===== config.mk =====
export PLATFORM = sky130hd
export DESIGN_NAME = irq_claim_router
export DESIGN_NICKNAME = d
export VERILOG_FILES = /design/src/rtl/irq_route_pkg.sv /design/src/rtl/irq_src_fsm.sv /design/src/rtl/irq_core_fsm.sv /design/src/rtl/irq_claim_arbiter.sv /design/src/rtl/irq_claim_router.sv
export SDC_FILE = /design/constraint.sdc
export NUM_CORES = 1
export LEC_CHECK = 0
export ABC_AREA = 0
export BUFFER_PORTS_ARGS = -buffer_cell sky130_fd_sc_hd__buf_2
export CORE_MARGIN = 1
export CORE_UTILIZATION = 45
export CTS_CLUSTER_DIAMETER = 30
export DETAILED_ROUTE_END_ITERATION = 16
export PLACE_DENSITY = 0.65
export SLEW_MARGIN = 20
export SYNTH_ARGS = -nofsm -noshare
export SYNTH_HDL_FRONTEND = slang
export SYNTH_SLANG_ARGS = --single-unit

===== constraint.sdc =====
create_clock -name clk -period 3.7 [get_ports clk]
set_input_delay 0.185 -clock clk [delete_from_list [all_inputs] [get_ports clk]]
set_output_delay 0.185 -clock clk [all_outputs]
set_load 0.03 [all_outputs]

===== src/rtl/irq_route_pkg.sv =====
package irq_route_pkg;
    typedef enum logic [1:0] {
        SRC_IDLE    = 2'd0,
        SRC_PENDING = 2'd1,
        SRC_CLAIMED = 2'd2
    } src_state_e;

    typedef enum logic {
        CORE_FREE = 1'b0,
        CORE_BUSY = 1'b1
    } core_state_e;
endpackage


===== src/rtl/irq_src_fsm.sv =====
module irq_src_fsm
    import irq_route_pkg::*;
(
    input  logic clk,
    input  logic rst_n,
    input  logic irq,
    input  logic take,
    input  logic release_i,
    output logic pending,
    output logic claimed
);
    src_state_e state_q, state_d;

    always_ff @(posedge clk or negedge rst_n) begin
        if (!rst_n) state_q <= SRC_IDLE;
        else        state_q <= state_d;
    end

    always_comb begin
        state_d = state_q;
        unique case (state_q)
            SRC_IDLE:    if (irq)       state_d = SRC_PENDING;
            SRC_PENDING: if (take)      state_d = SRC_CLAIMED;
            SRC_CLAIMED: if (release_i) state_d = SRC_IDLE;
            default:                    state_d = SRC_IDLE;
        endcase
    end

    always_comb begin
        pending = (state_q == SRC_PENDING);
        claimed = (state_q == SRC_CLAIMED);
    end
endmodule


===== src/rtl/irq_core_fsm.sv =====
module irq_core_fsm
    import irq_route_pkg::*;
#(
    parameter int ID_W = 4
) (
    input  logic            clk,
    input  logic            rst_n,
    input  logic            claim_req,
    input  logic [ID_W-1:0] grant_id,
    input  logic            cmpl_valid,
    input  logic [ID_W-1:0] cmpl_id,
    output logic            busy,
    output logic            claim_eff,
    output logic            cmpl_ok,
    output logic [ID_W-1:0] held_id,
    output logic            rsp_valid,
    output logic [ID_W-1:0] rsp_id
);
    core_state_e state_q, state_d;
    logic [ID_W-1:0] held_d;
    logic [ID_W-1:0] rsp_id_d;

    always_ff @(posedge clk or negedge rst_n) begin
        if (!rst_n) begin
            state_q   <= CORE_FREE;
            held_id   <= '0;
            rsp_valid <= 1'b0;
            rsp_id    <= '0;
        end else begin
            state_q   <= state_d;
            held_id   <= held_d;
            rsp_valid <= claim_req;
            rsp_id    <= rsp_id_d;
        end
    end

    always_comb begin
        state_d  = state_q;
        held_d   = held_id;
        rsp_id_d = '0;
        unique case (state_q)
            CORE_FREE: begin
                if (claim_req && grant_id != '0) begin
                    state_d  = CORE_BUSY;
                    held_d   = grant_id;
                    rsp_id_d = grant_id;
                end
            end
            CORE_BUSY: begin
                if (cmpl_ok) begin
                    state_d = CORE_FREE;
                    held_d  = '0;
                end
            end
            default: state_d = CORE_FREE;
        endcase
    end

    always_comb begin
        busy      = (state_q == CORE_BUSY);
        claim_eff = claim_req && (state_q == CORE_FREE);
        cmpl_ok   = (state_q == CORE_BUSY) && cmpl_valid &&
                    (cmpl_id == held_id) && (cmpl_id != '0);
    end
endmodule


===== src/rtl/irq_claim_arbiter.sv =====
module irq_claim_arbiter #(
    parameter int N_SRC  = 8,
    parameter int N_CORE = 3,
    parameter int ID_W   = 4
) (
    input  logic [N_SRC-1:0]             pending,
    input  logic [N_CORE-1:0]            req,
    output logic [N_CORE-1:0][ID_W-1:0]  grant_id,
    output logic [N_SRC-1:0]             taken
);
    logic [N_SRC-1:0] avail;
    logic             hit;

    always_comb begin
        avail    = pending;
        taken    = '0;
        grant_id = '0;
        hit      = 1'b0;
        for (int c = 0; c < N_CORE; c++) begin
            hit = 1'b0;
            if (req[c]) begin
                for (int s = 0; s < N_SRC; s++) begin
                    if (!hit && avail[s]) begin
                        hit         = 1'b1;
                        grant_id[c] = ID_W'(s + 1);
                        avail[s]    = 1'b0;
                        taken[s]    = 1'b1;
                    end
                end
            end
        end
    end
endmodule


===== src/rtl/irq_claim_router.sv =====
module irq_claim_router #(
    parameter int N_SRC  = 8,
    parameter int N_CORE = 3,
    localparam int ID_W  = $clog2(N_SRC + 1)
) (
    input  logic                   clk,
    input  logic                   rst_n,
    input  logic [N_SRC-1:0]       irq,
    output logic [N_CORE-1:0]      notify,
    input  logic [N_CORE-1:0]      claim_req,
    output logic [N_CORE-1:0]      rsp_valid,
    output logic [N_CORE*ID_W-1:0] rsp_id,
    input  logic [N_CORE-1:0]      cmpl_valid,
    input  logic [N_CORE*ID_W-1:0] cmpl_id
);
    logic [N_SRC-1:0]            pending;
    logic [N_SRC-1:0]            claimed;
    logic [N_SRC-1:0]            taken;
    logic [N_SRC-1:0]            release_vec;
    logic [N_CORE-1:0]           busy;
    logic [N_CORE-1:0]           claim_eff;
    logic [N_CORE-1:0]           cmpl_ok;
    logic [N_CORE-1:0][ID_W-1:0] grant_id;
    logic [N_CORE-1:0][ID_W-1:0] held_id;
    logic                        any_pending;

    irq_claim_arbiter #(.N_SRC(N_SRC), .N_CORE(N_CORE), .ID_W(ID_W)) arb_i (
        .pending  (pending),
        .req      (claim_eff),
        .grant_id (grant_id),
        .taken    (taken)
    );

    for (genvar s = 0; s < N_SRC; s++) begin : g_src
        irq_src_fsm src_i (
            .clk       (clk),
            .rst_n     (rst_n),
            .irq       (irq[s]),
            .take      (taken[s]),
            .release_i (release_vec[s]),
            .pending   (pending[s]),
            .claimed   (claimed[s])
        );
    end

    for (genvar c = 0; c < N_CORE; c++) begin : g_core
        irq_core_fsm #(.ID_W(ID_W)) core_i (
            .clk        (clk),
            .rst_n      (rst_n),
            .claim_req  (claim_req[c]),
            .grant_id   (grant_id[c]),
            .cmpl_valid (cmpl_valid[c]),
            .cmpl_id    (cmpl_id[c*ID_W +: ID_W]),
            .busy       (busy[c]),
            .claim_eff  (claim_eff[c]),
            .cmpl_ok    (cmpl_ok[c]),
            .held_id    (held_id[c]),
            .rsp_valid  (rsp_valid[c]),
            .rsp_id     (rsp_id[c*ID_W +: ID_W])
        );
    end

    // A source is released only by the core that currently holds its ID.
    always_comb begin
        release_vec = '0;
        for (int s = 0; s < N_SRC; s++) begin
            for (int c = 0; c < N_CORE; c++) begin
                if (cmpl_ok[c] && held_id[c] == ID_W'(s + 1))
                    release_vec[s] = 1'b1;
            end
        end
    end

    assign any_pending = |pending;
    assign notify      = ~busy & {N_CORE{any_pending}};
endmodule


==> summary.txt, run 1 <==
Reg clk slew, reported paths - 0.09 ns
P per Cell Area - 781.6 nW/µm²
drt initial violations - 265
# H-tree levels - 2
grt ovf - 0
largest family of logic cells by synthesized area - simple AND/OR/NAND/NOR gates
final HPWL from detailed placement - 6723 µm
post-synthesis mux area share - 0.3152%
Core Area - 6794 µm²
drt total wl - 9005 µm
die height - 86.01 µm
peak supply drop - 0.0004383 V
initial antenna violation count - 0
TritonCTS Buffers - 5
synth warn - 0
WHS - 0.03040 ns
post-synthesis cell area - 3176 µm²
total number of vias - 3019
RePlAce Congestion - 0.8937
startpoint types - flop
post-synthesis simple-gate area fraction - 29.63%
drt pass-1 iters - 5
sequential share of power - 30.2%
max cap viols - 0
Crit. End Element - primary output
cell type with the highest aggregate area in the netlist - dfrtp_1
net count after synthesis - 394
die area - 7397 µm²
Synth Area in Compound Gates - 24.47%
capturing point of the worst reg2reg path - g_core[2].core_i.held_id[2]
RSZ-0062 raised after global routing - no
Cells after Synth - 366
CP startpoint - g_src[3].src_i.state_q[1]
arrival time worst endpoint - 2.61 ns
Synth top area share - 36.25%
Slew @ Worst Pin - 0.8830 ns
xor/xnor share of the synthesized area - 3.310%
area grow syn2layout - 12.29%
leading post-synthesis cells by cell area - dfrtp_1 (36%), nand2_1 (4.5%), nor2_1 (4.5%)
Comb pwr share - 55.7%
FF-to-FF setup slack - 0.94 ns
Clk network pwr share - 14.1%
Tmin final - 2.797 ns
Slew Limit Fails - 0
Synth cell types - 76
vias in the first global route - 2829
endpoints failing hold - 0
Post-route DRC - 0
Int Pwr - 1.444 mW
Clock Path Buffers - 2
Root Buffer - clkbuf_8
sequential element share of the synthesized area - 36.25%
initial core utilization - 46.74%
row cnt - 30
critical path class - reg -> out
largest net degree at the start of global routing - 47
average cell area after synthesis - 8.676 µm²
crit-path max FO - 7
Buffers on Ports - 45
WL per Instance - 18.05 µm
ys flop type - dfrtp_1
nets - 431
Worst Hold Launch - claim_req[1]
LEAKAGE - 1.600 nW
GRT Util Overall - 25.28%
Net Sw Frac - 48.17%
CTS tree - done
vias per cell - 6.050
switching power - 1.343 mW
worst skew pair latency - 0.31 ns
FF+latch count, synth - 46
number of synthesized flops with an enable pin - 0
Post-DRT Antenna Nets - 0
width of the die - 86.01 µm
Post-CTS Setup Inserts - 0
fmax - 357.5 MHz
num ports - 46
Worst Path Required - 3.51 ns
Hold Crit Class - in -> reg
period utilization - 75.59%
run status - finished, final reports clean
ys async rst share - 100.0%
Reg2Reg Depth - 7
crit path to - notify[1]
synthesized-area fraction occupied by adder cells - 1.300%
Setup-failing EPs final - 0
Inserted Diodes - 0
Sink Count - 46
setup_tns - 0 ns
final setup skew - 0.01076 ns
fraction of layout cells with a size suffix above 1 - 19.85%
max_slew headroom - 40.98%
first-pass GRT wire length - 14350 µm
Total Power - 2.787 mW
worst r2r src - g_src[1].src_i.state_q[1]
[worst min-delay path by stage]
stage	cells after the start	slack (ns)	endpoint
after floorplan	0	-0.11	g_core[0].core_i.busy
after global placement	1	0.31	g_core[2].core_i.rsp_valid
after detailed placement	1	0.31	g_core[2].core_i.rsp_valid
after CTS	1	0.03	g_core[1].core_i.rsp_valid
after global routing	1	0.03	g_core[1].core_i.rsp_valid
final	1	0.03	g_core[1].core_i.rsp_valid
[per-layer routing]
| layer | vias up | part of all wire (%) | GRT usage, % |
|---|---|---|---|
| met3 | 18 | 6.3 | 4.812 |
| met1 | 1441 | 45 | 34.42 |
| met2 | 116 | 46 | 39.97 |
| met5 | - | 0 | 0 |
| met4 | 0 | 2.6 | 9.242 |
| li1 | 1444 | - | - |
[cells by family (layout without fill, tap and decap cells)]
| group | after synthesis | after routing |
|---|---|---|
| AND/OR/NAND/NOR | 172 | 172 |
| AO/OA/AOI/OAI | 101 | 101 |
| flip-flops | 46 | 46 |
| buffers and inverters | 30 | 67 |
| XOR/XNOR | 12 | 12 |
| adder cells (fa/ha/maj) | 4 | 4 |
| multiplexers | 1 | 1 |
[through the flow]
stage / instance area (µm²) / util (%) / cells / setup WS [ns]
after floorplan: 3176 / - / 366 / 1.563
after global placement: 3431 / 50.50 / 490 / 0.9676
after detailed placement: 3431 / 50.50 / 490 / 1.013
after CTS: 3553 / 52.30 / 498 / 0.9059
after global routing: 3566 / 52.49 / 499 / 0.7186
final: 3566 / 52.49 / 499 / 0.9032
[cell usage after synthesis (6+ instances only)]
| cell type | instances |
|---|---|
| clkbuf_1 | 7 |
| nor2_1 | 38 |
| nand3_1 | 11 |
| xnor2_1 | 10 |
| nor2b_1 | 10 |
| o21ai_0 | 12 |
| o211ai_1 | 7 |
| nand2_1 | 38 |
| dfrtp_1 | 46 |
| nand2b_1 | 13 |
| buf_2 | 6 |
| nor3b_1 | 6 |
| a31oi_1 | 8 |
| a21oi_1 | 14 |
| nor3_1 | 16 |
| inv_1 | 8 |
| buf_4 | 6 |
| nand4_1 | 6 |
[repair_timing]
action | in CTS | in global routing
gates resized for setup | 0 | 0
hold endpoints to repair | 1 | 46
hold buffers | 1 | 1
[power by group through the flow]
stage,Clock (mW),Sequential (mW),Combinational (mW)
after floorplan,0,0.814,1.21
after global placement,0,0.847,1.53
after detailed placement,0,0.851,1.51
after CTS,0.400,0.840,1.52
after global routing,0.416,0.870,1.69
final,0.394,0.842,1.55
[area by class of cell]
type / count / area (µm²)
fillers: 667 / 3228
multi-input cells: 290 / 1874
flip-flops and latches: 46 / 1151
repair buffers: 50 / 270.3
well taps: 96 / 120.1
clock buffers: 6 / 82.58
inverters: 10 / 37.54
clock inverters: 1 / 30.03
[placed cells by master, fill, tap and decap left out, types with 4 or more instances in the layout]
| cell | count |
|---|---|
| a211oi_1 | 4 |
| a21o_1 | 5 |
| a21oi_1 | 14 |
| a31oi_1 | 8 |
| a41o_1 | 5 |
| buf_2 | 44 |
| buf_4 | 4 |
| clkbuf_8 | 6 |
| dfrtp_1 | 46 |
| inv_1 | 8 |
| nand2_1 | 38 |
| nand2b_1 | 13 |
| nand3_1 | 11 |
| nand4_1 | 6 |
| nor2_1 | 38 |
| nor2b_1 | 10 |
| nor3_1 | 16 |
| nor3b_1 | 6 |
| nor4_1 | 5 |
| o211ai_1 | 7 |
| o21ai_0 | 12 |
| o22ai_1 | 4 |
| xnor2_1 | 10 |
[critical path, stage by stage (launching register included)]
cell and delay, ns:
dfrtp_1 0.39, nand2b_1 0.33, nand2_1 0.22, nor2_1 0.29
nand2_1 0.16, nor4_1 0.61, nor2_1 0.09, buf_2 0.21
[registers in the layout (all words and copies together) (netlist names)]
signal / count
g_core.core_i.held_id: 12
g_core.core_i.rsp_valid: 3
g_core.core_i.busy: 3
g_core.core_i.rsp_id: 12
g_src.src_i.state_q: 16
Note: power is estimated with default switching activity, not from simulation.
==> inputs of run 2 (changes only) <==
- clock period: 3.7 -> 2.8 ns (I/O delays scaled with it)
==> run 2 against run 1 <==
Critical path depth did not move. Final cell count up 3.2%. Register-to-register slack got worse by 0.76 ns. Core utilization rose by 1.6 points. Critical endpoint is now g_core[2].core_i.held_id[0]. Sequential power up 33%. Die area did not move. Critical path type is now reg -> reg. First-iteration DRC count is 23% lower.
==> summary.txt, run 2 (synthesis results as in run 1) <==
run status - finished, final reports clean
peak supply drop - 0.0004848 V
Sink Count - 46
setup_tns - 0 ns
num ports - 46
TritonCTS Buffers - 5
Post-route DRC - 0
Largest register FFs - 16
final worst setup slack - 0.1816 ns
GRT Util Overall - 26.04%
max cap viols - 0
first-pass GRT wire length - 14640 µm
nets - 446
Largest regs - g_src.src_i.state_q x16, g_core.core_i.held_id x12, g_core.core_i.rsp_id x12
Crit. End Element - flop
drt initial violations - 203
Net Sw Frac - 48.26%
most flop-heavy register - g_src.src_i.state_q
width of the die - 86.01 µm
drt pass-1 iters - 4
vias per cell - 5.936
Worst Path Required - 2.99 ns
Int Pwr - 1.916 mW
initial antenna violation count - 0
Slew Limit Fails - 0
startpoint types - flop
switching power - 1.787 mW
Tmin final - 2.618 ns
RePlAce Congestion - 0.9880
worst skew pair latency - 0.30 ns
die height - 86.01 µm
critical path class - reg -> reg
row cnt - 30
most frequent cells in the layout - dfrtp_1 (46), buf_2 (44), nand2_1 (38), nor2_1 (38)
grt ovf - 0
max_slew headroom - 59.52%
Slew @ Worst Pin - 0.6065 ns
RSZ-0062 raised after global routing - no
Comb pwr share - 58.1%
# H-tree levels - 2
arrival time worst endpoint - 2.81 ns
worst slack, placed - 0.2185 ns
Core Area - 6794 µm²
largest net degree at the start of global routing - 47
period utilization - 93.52%
Post-CTS Setup Inserts - 0
Reg clk slew, reported paths - 0.09 ns
Clock Path Buffers - 2
final setup skew - 0.004802 ns
initial core utilization - 46.74%
drt total wl - 9109 µm
most common cell after layout, fill and taps aside - dfrtp_1
Hold Crit Class - in -> reg
WL per Instance - 17.69 µm
crit-path max FO - 10
Clk network pwr share - 11.6%
CTS tree - done
endpoints failing hold - 0
Post-DRT Antenna Nets - 0
vias in the first global route - 2890
LEAKAGE - 1.664 nW
fmax - 381.9 MHz
area grow syn2layout - 15.76%
final HPWL from detailed placement - 6907 µm
Layout fillers - 647
Setup-failing EPs final - 0
WHS - 0.02826 ns
P per Cell Area - 1007 nW/µm²
Buffers on Ports - 45
sequential share of power - 30.3%
Inserted Diodes - 0
fraction of layout cells with a size suffix above 1 - 22.43%
total number of vias - 3057
Root Buffer - clkbuf_8
die area - 7397 µm²
run 2: cell types whose count changed in the layout (fill, tap and decap cells not counted), sizes merged:
cell,change
dlygate4sd3,+2
bufinv,-1
clkbuf,+1
clkinv,+1
buf,+13
run 2: power groups by stage:
stage                     logic, mW  clock network [mW]  registers (mW)
after floorplan                1.60                   0            1.08
after global placement         2.09                   0            1.12
after detailed placement       2.10                   0            1.13
after CTS                      2.12               0.448            1.12
after global routing           2.35               0.472            1.16
final                          2.15               0.431            1.12
run 2: path summary, 6_finish.rpt:
kind / start / cells after the start / endpoint / slack, ns
min in group asynchronous: rst_n / 2 / g_core[0].core_i.held_id[3] / 0.38
min reg2reg: g_src[0].src_i.state_q[1] / 1 / g_src[0].src_i.state_q[0] / 0.54
max in group asynchronous: rst_n / 2 / g_core[2].core_i.rsp_valid / 2.02
max reg2reg: g_src[0].src_i.state_q[1] / 7 / g_core[2].core_i.held_id[0] / 0.18
max: g_src[0].src_i.state_q[1] / 7 / g_core[2].core_i.held_id[0] / 0.18
min: irq[7] / 3 / g_src[7].src_i.state_q[0] / 0.03
run 2: worst max-delay path, cell delays in order, from the launching register on:
cell      delay (ns)
dfrtp_1         0.43
nand2b_1        0.42
nand4_4         0.29
o31ai_2         0.47
nand2_1         0.18
o211ai_1        0.29
a311oi_2        0.17
a31o_2          0.27
run 2: stage by stage:
stage          power [mW]  cell area, µm²  std cells  utilization, %
3_5_place_dp        3.238            3541        503           52.12
5_1_grt             3.975            3676        515           54.11
6_report            3.703            3676        515           54.11
3_3_place_gp        3.212            3541        503           52.12
2_1_floorplan       2.672            3176        366               -
4_1_cts             3.686            3662        514           53.90
run 2: cell type report:
cell class,instances,area (µm²),area share (%)
tap,96,120.1,3.268
sequential,46,1151,31.31
inverter,10,37.54,1.021
clock buffer,7,86.33,2.349
clock inverter,1,5.005,0.1361
timing repair buffer,65,400.4,10.89
multi-input combinational,290,1876,51.02
run 2: timing repair:
item / 4_1_cts / 5_1_grt
hold buffers: 3 / 1
endpoints found under the hold margin: 3 / 46
resized for setup: 0 / 1
endpoints found under the setup margin: 0 / 2
run 2: routing by layer:
metal  vias to the layer above  GRT usage (%)  routed length (µm)  part of all wire (%)
met1                      1486          34.54                4022                    44
met5                         -              0                   0                     0
met2                        86          44.73                4395                    48
met4                         0          6.212                 144                   1.6
li1                       1472              -                   -                     -
met3                        13          3.754                 547                   6.0
